$ cat config.mk
export PLATFORM = sky130hd
export DESIGN_NAME = quad_lane_deskew
export DESIGN_NICKNAME = d
export VERILOG_FILES = /design/src/rtl/deskew_pkg.sv /design/src/rtl/lane_delay.sv /design/src/rtl/skew_meas.sv /design/src/rtl/quad_lane_deskew.sv
export SDC_FILE = /design/constraint.sdc
export NUM_CORES = 1
export LEC_CHECK = 0
export BUFFER_PORTS_ARGS = -buffer_cell sky130_fd_sc_hd__buf_4
export CAP_MARGIN = 20
export CORE_UTILIZATION = 33
export CTS_CLUSTER_DIAMETER = 120
export DETAILED_ROUTE_END_ITERATION = 7
export GPL_ROUTABILITY_DRIVEN = 0
export PLACE_DENSITY = 0.58
export SYNTH_ARGS = -nofsm -noshare
export SYNTH_HDL_FRONTEND = slang
export SYNTH_SLANG_ARGS = --single-unit
$ cat constraint.sdc
create_clock -name clk -period 5.7 [get_ports clk]
set_input_delay 0.855 -clock clk [delete_from_list [all_inputs] [get_ports clk]]
set_output_delay 0.855 -clock clk [all_outputs]
set_load 0.02 [all_outputs]
$ cat src/rtl/deskew_pkg.sv
// Package: shared types for the four-lane deskew aligner.
// Assumes: nothing beyond the IEEE 1800-2017 language.
package deskew_pkg;

    // Skew measurement controller state.
    typedef enum logic [1:0] {
        ST_IDLE   = 2'd0,
        ST_MEAS   = 2'd1,
        ST_LOCKED = 2'd2
    } meas_state_t;

endpackage

$ cat src/rtl/lane_delay.sv
// Module: lane_delay
// A tapped delay line for one lane. Every cycle, the character and its valid
// bit enter tap 0 and all taps shift by one. The output is taken from the tap
// chosen by tap_sel, so the total latency is 1 + tap_sel cycles.
// Assumes: DEPTH is a power of two, so every tap_sel value addresses a tap.
module lane_delay #(
    parameter int W     = 10,
    parameter int DEPTH = 8,
    localparam int SEL_W = $clog2(DEPTH)
) (
    input  logic             clk,
    input  logic             rst_n,
    input  logic [W-1:0]     in_data,
    input  logic             in_valid,
    input  logic [SEL_W-1:0] tap_sel,
    output logic [W-1:0]     out_data,
    output logic             out_valid
);

    logic [W-1:0]     tap_d [DEPTH];
    logic [DEPTH-1:0] tap_v;

    // Shift the characters and valid bits one tap per cycle.
    always_ff @(posedge clk) begin
        if (!rst_n) begin
            for (int j = 0; j < DEPTH; j++) begin
                tap_d[j] <= '0;
            end
            tap_v <= '0;
        end else begin
            tap_d[0] <= in_data;
            tap_v[0] <= in_valid;
            for (int j = 1; j < DEPTH; j++) begin
                tap_d[j] <= tap_d[j-1];
                tap_v[j] <= tap_v[j-1];
            end
        end
    end

    // Select the output tap.
    always_comb begin
        out_data  = tap_d[tap_sel];
        out_valid = tap_v[tap_sel];
    end

    // at minimum delay, the output is last cycle's input.
    a_r1_min_latency: assert property (@(posedge clk) disable iff (!rst_n)
        ($past(rst_n) && tap_sel == '0) |-> (out_data == $past(in_data) && out_valid == $past(in_valid)));

endmodule

$ cat src/rtl/skew_meas.sv
// Module: skew_meas
// Watches the per-lane first-data markers and measures each lane's arrival
// offset from the earliest one. When all lanes have reported within WINDOW
// cycles, it loads the tap selections and declares alignment. If the window
// runs out first, it pulses a failure and keeps the old tap selections.
// Assumes: markers are qualified (valid and not comma) by the caller.
module skew_meas
    import deskew_pkg::*;
#(
    parameter int NUM_LANES = 4,
    parameter int WINDOW    = 5,
    parameter int DEPTH_W   = 3,
    localparam int CNT_W    = $clog2(WINDOW + 1)
) (
    input  logic                         clk,
    input  logic                         rst_n,
    input  logic                         lock_en,
    input  logic                         freeze,
    input  logic [NUM_LANES-1:0]         first_q,
    output logic [NUM_LANES*DEPTH_W-1:0] tap_sel,
    output logic                         ok,
    output logic                         fail
);

    meas_state_t           st_q, st_nx;
    logic [CNT_W-1:0]      cnt_q, cnt_nx, cur_cnt;
    logic [NUM_LANES-1:0]  seen_q, seen_nx;
    logic [CNT_W-1:0]      off_q  [NUM_LANES];
    logic [CNT_W-1:0]      off_nx [NUM_LANES];
    logic [DEPTH_W-1:0]    dep_q  [NUM_LANES];
    logic [DEPTH_W-1:0]    dep_nx [NUM_LANES];
    logic                  active, all_seen, ok_nx, fail_nx;

    // Next-state logic: record arrivals, detect completion or timeout.
    always_comb begin
        cur_cnt  = (st_q == ST_MEAS) ? cnt_q : '0;
        active   = lock_en && ((st_q == ST_MEAS) ||
                   (st_q == ST_IDLE && !freeze && (|first_q)));
        seen_nx  = seen_q | first_q;
        all_seen = &seen_nx;
        st_nx    = st_q;
        cnt_nx   = cnt_q;
        ok_nx    = ok;
        fail_nx  = 1'b0;
        for (int i = 0; i < NUM_LANES; i++) begin
            off_nx[i] = (!seen_q[i] && first_q[i]) ? cur_cnt : off_q[i];
            dep_nx[i] = dep_q[i];
        end
        if (!lock_en) begin
            st_nx   = ST_IDLE;
            ok_nx   = 1'b0;
            seen_nx = '0;
            for (int i = 0; i < NUM_LANES; i++) begin
                dep_nx[i] = '0;
            end
        end else if (active && all_seen) begin
            st_nx = ST_LOCKED;
            ok_nx = 1'b1;
            for (int i = 0; i < NUM_LANES; i++) begin
                dep_nx[i] = DEPTH_W'(cur_cnt - off_nx[i]);
            end
        end else if (active && cur_cnt == CNT_W'(WINDOW - 1)) begin
            st_nx   = ST_IDLE;
            fail_nx = 1'b1;
            seen_nx = '0;
        end else if (active) begin
            st_nx  = ST_MEAS;
            cnt_nx = cur_cnt + 1'b1;
        end else begin
            seen_nx = seen_q;
        end
    end

    // State, offsets and tap selections registers.
    always_ff @(posedge clk) begin
        if (!rst_n) begin
            st_q   <= ST_IDLE;
            cnt_q  <= '0;
            seen_q <= '0;
            ok     <= 1'b0;
            fail   <= 1'b0;
            for (int i = 0; i < NUM_LANES; i++) begin
                off_q[i] <= '0;
                dep_q[i] <= '0;
            end
        end else begin
            st_q   <= st_nx;
            cnt_q  <= cnt_nx;
            seen_q <= (st_nx == ST_MEAS) ? seen_nx : '0;
            ok     <= ok_nx;
            fail   <= fail_nx;
            for (int i = 0; i < NUM_LANES; i++) begin
                off_q[i] <= off_nx[i];
                dep_q[i] <= dep_nx[i];
            end
        end
    end

    // Flatten the tap selections per lane.
    generate
        for (genvar g = 0; g < NUM_LANES; g++) begin : g_sel
            assign tap_sel[g*DEPTH_W +: DEPTH_W] = dep_q[g];

            // a chosen tap never exceeds the window spread.
            a_r3_tap_in_window: assert property (@(posedge clk) disable iff (!rst_n)
                dep_q[g] < DEPTH_W'(WINDOW));
        end
    endgenerate

    // a failure indication lasts exactly one cycle.
    a_r4_fail_pulse: assert property (@(posedge clk) disable iff (!rst_n)
        fail |=> !fail);

    // success and failure never coincide.
    a_r3_ok_fail_excl: assert property (@(posedge clk) disable iff (!rst_n)
        !(ok && fail));

    // taps are held while aligned and lock mode stays on.
    a_r5_taps_held: assert property (@(posedge clk) disable iff (!rst_n)
        (st_q == ST_LOCKED && lock_en) |=> ($stable(tap_sel) && ok));

    // a timeout leaves the taps as they were.
    a_r4_taps_kept: assert property (@(posedge clk) disable iff (!rst_n)
        fail |-> $stable(tap_sel));

    // freeze in idle keeps the controller idle.
    a_r7_freeze_idle: assert property (@(posedge clk) disable iff (!rst_n)
        (st_q == ST_IDLE && freeze) |=> st_q == ST_IDLE);

endmodule

$ cat src/rtl/quad_lane_deskew.sv
// Module: quad_lane_deskew (top)
// Four lanes, each with a tapped delay line, plus a skew measurement
// controller that picks the taps so that the lanes' first data characters
// leave together. All outputs are timed by clk.
// Assumes: lanes arrive already character-aligned on the same clock, and
// FIFO_DEPTH is at least WINDOW so that the largest tap exists.
module quad_lane_deskew
    import deskew_pkg::*;
#(
    parameter int NUM_LANES  = 4,
    parameter int CHAR_W     = 10,
    parameter int FIFO_DEPTH = 8,
    parameter int WINDOW     = 5,
    localparam int DEPTH_W   = $clog2(FIFO_DEPTH)
) (
    input  logic                        clk,
    input  logic                        rst_n,
    input  logic                        lock_en,
    input  logic                        freeze,
    input  logic [NUM_LANES*CHAR_W-1:0] in_data,
    input  logic [NUM_LANES-1:0]        in_valid,
    input  logic [NUM_LANES-1:0]        in_comma,
    input  logic [NUM_LANES-1:0]        in_first,
    output logic [NUM_LANES*CHAR_W-1:0] out_data,
    output logic [NUM_LANES-1:0]        out_valid,
    output logic                        deskew_ok,
    output logic                        deskew_fail
);

    logic [NUM_LANES-1:0]         first_q;
    logic [NUM_LANES*DEPTH_W-1:0] tap_sel;

    // Qualify the markers: only valid, non-comma characters count.
    always_comb begin
        first_q = in_first & in_valid & ~in_comma;
    end

    skew_meas #(
        .NUM_LANES (NUM_LANES),
        .WINDOW    (WINDOW),
        .DEPTH_W   (DEPTH_W)
    ) u_meas (
        .clk     (clk),
        .rst_n   (rst_n),
        .lock_en (lock_en),
        .freeze  (freeze),
        .first_q (first_q),
        .tap_sel (tap_sel),
        .ok      (deskew_ok),
        .fail    (deskew_fail)
    );

    generate
        for (genvar g = 0; g < NUM_LANES; g++) begin : g_lane
            lane_delay #(
                .W     (CHAR_W),
                .DEPTH (FIFO_DEPTH)
            ) u_delay (
                .clk       (clk),
                .rst_n     (rst_n),
                .in_data   (in_data[g*CHAR_W +: CHAR_W]),
                .in_valid  (in_valid[g]),
                .tap_sel   (tap_sel[g*DEPTH_W +: DEPTH_W]),
                .out_data  (out_data[g*CHAR_W +: CHAR_W]),
                .out_valid (out_valid[g])
            );
        end
    endgenerate

    // dropping lock mode clears the aligned flag on the next cycle.
    a_r6_lock_drop: assert property (@(posedge clk) disable iff (!rst_n)
        !lock_en |=> (!deskew_ok && tap_sel == '0));

    // without lock mode, no alignment is ever declared.
    a_r1_no_ok_unlocked: assert property (@(posedge clk) disable iff (!rst_n)
        ($past(rst_n) && !$past(lock_en)) |-> !deskew_ok);

endmodule

==> run_results.csv <==
group,metric,value,unit
logic_synthesis,synth.avg_cell_area,12.6,sq um
clock_network,postCtsResizedCells,0,
hold_path,hold_path.class,"register to register",
worst_setup_path,timing.critical_path.buf_inv,2,
logic_synthesis,seq_area_frac_synth,56.2,%
clock_network,cts_tree,"done",
floorplan,die_h,206,um
finish,fin_nets,1239,
finish,fillCellCount,3907,
timing,fmax,0.315,GHz
floorplan,initial_utilization,33.6,%
timing,fin_skew,18.0,ps
logic_synthesis,synthCells,1094,
clock_network,clk_latency,550,ps
clock_network,ctsHtreeMaxLevel,2,
place,dp_slack,2760,ps
power,p_per_area,354,mW/mm^2
power,max-vdd-ir-drop,0.229,mV
floorplan,io_pins,102,
finish,syn2layout_area_growth,19.7,%
worst_setup_path,endpoint_kind,"output port",
timing,layout_min_cycle_time,3170,ps
logic_synthesis,synth-xor-area-share,0.445,%
logic_synthesis,netlist.area_leader.share,56.2,%
timing,final-hold-violation-count,0,
clock_network,ctsHoldBuffers,0,
timing,final.period_utilization,55.6,%
worst_setup_path,regToRegStartpoint,"u_meas.st_q[0]$_SDFF_PN0_",
logic_synthesis,synth_top_family_by_area,"simple AND/OR/NAND/NOR gates",
drt,routed_wl,25900,um
logic_synthesis,ys_types,44,
worst_setup_path,critPathLaunchType,"register",
worst_setup_path,r2r_setup_slack,2930,ps
grt,antenna_found_initial,0,
clock_network,cts_setup_buffers,0,
worst_setup_path,critPathTopFamily,"multiplexers",
finish,drive_above_1_share,27.0,%
worst_setup_path,critPathKind,"register to output port",
logic_synthesis,synth_flop_cell,"dfxtp_1",
timing,drv_slew,0,
grt,grt_usage,12.7,%
worst_setup_path,reg2regPathDepth,10,
floorplan,fp.dieArea,0.0426,sq mm
grt,grt_max_degree,198,
logic_synthesis,ys_seq_elements,387,
logic_synthesis,synth.area.top_cells,"dfxtp_1, and2_1, mux4_2, mux2_2, clkbuf_1",
drt,avgViaCountPerCell,4.48,
hold_path,hold_depth,1,
logic_synthesis,netlist_area,0.0138,sq mm
status,violations,"design-rule violations",
place,dp_hpwl,15300,um
timing,worstMarginPinSlew,1070,ps
clock_network,clk_pin_slew,60,ps
drt,first_pass_iters,6,
run,maxCapViolCount,0,
floorplan,core_area,0.0410,sq mm
worst_setup_path,cp.arrival,2320,ps
worst_setup_path,r2r_end,"u_meas.dep_q[2][2]$_SDFFE_PN0P_",
floorplan,rows,74,
timing,fin_tns_setup,0,ps
clock_network,cts_buffer_depth,3,
logic_synthesis,synthArstFlopShare,0,%
floorplan,die_w,206,um
logic_synthesis,synth_adder_area_share,1.13,%
drt,antenna_left,0,
drt,route.vias.total,7782,
worst_setup_path,cpPeakStageDelay,570,ps
worst_setup_path,crit_top_cell,"buf_4",
logic_synthesis,synth_compound_area_share,2.31,%
timing,finalSetupViolCount,0,
worst_setup_path,crit_fanout,22,
clock_network,cts.sinks,387,
finish,n_antenna_cell,0,
place,io_buffers,101,
drt,wl_per_cell,14.9,um
hold_path,hold_end,"g_lane[3].u_delay.tap_d[4][3]$_SDFF_PN0_",
grt,grt_pass1_wl,42900,um
timing,worst_slack,2530,ps
clock_network,root_buffer,"clkbuf_16",
power,p_leak,6.49,nW
logic_synthesis,synth.area.mux_share,18.5,%
hold_path,hold_start,"g_lane[3].u_delay.tap_d[3][3]$_SDFF_PN0_",
status,status,"finished, violations left",
logic_synthesis,yosys_warnings,0,
grt,grt_pass1_vias,8231,
clock_network,cts_buffers,42,
drt,drt_iter0_markers,419,
logic_synthesis,synth-simple-area-share,18.8,%
logic_synthesis,yosysTopAreaCell,"dfxtp_1",
worst_setup_path,cp_cell_sequence,"buf_4 -> mux4_2 -> mux2_2 -> buf_4",
timing,rsz0062_at_grt,"no",
worst_setup_path,required,4850,ps
drt,drc,12,
worst_setup_path,crit_slowest_cell,"mux4_2",
grt,overflow,0,
timing,slew_headroom,28.0,%
logic_synthesis,synth_edf_count,0,
logic_synthesis,syn_nets,1160,
-- metal layers --
layer  part of all wire (%)  vias up  GRT usage [%]
met5                      0        -              0
met4                    3.1        0           5.70
met3                    5.0       50           3.37
met2                     43      125           19.2
met1                     49     3771           17.0
li1                       -     3836              -
-- cells in the mapped netlist (all sizes together) (6+ instances only) --
cell type  number
inv             7
o21ai          13
nand2          12
mux2           46
mux4           88
a21oi          19
and2          359
ha              6
clkbuf         61
buf            16
nor2           19
dfxtp         387
-- kinds of logic after synthesis --
kind of cell,after synthesis
AOI/OAI and AO/OA,49
xor gates and xnor gates,7
adders and majority gates,10
buffers and inverters,85
DFF,387
muxes,139
and+or+nand+nor,417
-- metrics by stage --
step           cells  hold WS, ps  utilization [%]  power [mW]  instance area, sq um
4_1_cts         1736          448             40.1        5.95                 16500
5_1_grt         1738          462             40.2        6.09                 16500
3_5_place_dp    1659          437             36.5        3.05                 15000
2_1_floorplan   1094          424                -        2.96                 13800
6_report        1738          442             40.2        5.85                 16500
3_3_place_gp    1659          428             36.5        3.05                 15000
-- power breakdown --
part | switching [mW] | internal (mW)
registers | 0.0227 | 2.76
clock network | 1.08 | 1.77
logic | 0.104 | 0.110
-- layout by cell type (no fill, tap or decap), types with 4 or more instances in the layout --
cell type  netlist  final
nand3_1          4      4
nand2_1         12     12
clkinv_2         0      6
fa_1             4      4
nor2_1          18     18
clkbuf_8         0     12
mux2_2          46     46
mux2i_1          5      5
mux4_2          88     88
ha_1             6      6
a211oi_1         5      5
clkbuf_1        61      8
clkbuf_16        0     43
a21oi_1         19     19
dfxtp_1        387    387
o21ai_0         11     11
xnor2_1          5      5
bufinv_16        0      5
inv_1            7      7
buf_4            4    109
and2_1         358    358
-- final cells by class --
| cell class | instances | area [sq um] | share of cell area, % |
|---|---|---|---|
| flip-flops and latches | 387 | 7750 | 46.9 |
| clock buffers | 63 | 1270 | 7.70 |
| multi-input cells | 622 | 5690 | 34.5 |
| inverters | 8 | 30.0 | 0.182 |
| well taps | 532 | 666 | 4.03 |
| repair buffers | 112 | 877 | 5.32 |
| clock inverters | 14 | 220 | 1.33 |
-- sequential cells by signal, indices dropped and copies added (netlist names) --
signal / cells
u_meas.cnt_q: 3
u_meas.seen_q: 4
g_lane.u_delay.tap_d: 320
g_lane.u_delay.tap_v: 32
u_meas.st_q: 2
u_meas.dep_q: 12
u_meas.ok: 1
u_meas.off_q: 12
u_meas.fail: 1
-- worst max-delay path by stage --
stage	cells after the start	slack [ps]	endpoint	start
finish	4	2530	out_valid[2]	u_meas.dep_q[2][0]$_SDFFE_PN0P_
global route	4	2360	out_data[6]	u_meas.dep_q[0][0]$_SDFFE_PN0P_
CTS	4	2420	out_data[33]	u_meas.dep_q[3][0]$_SDFFE_PN0P_
detailed placement	6	2760	u_meas.cnt_q[2]$_SDFFE_PN0P_	in_valid[1]
global placement	9	2810	u_meas.dep_q[1][1]$_SDFFE_PN0P_	in_comma[1]
floorplan	5	3060	out_valid[0]	u_meas.dep_q[0][0]$_SDFFE_PN0P_
Power figures use the tool's default switching activity.
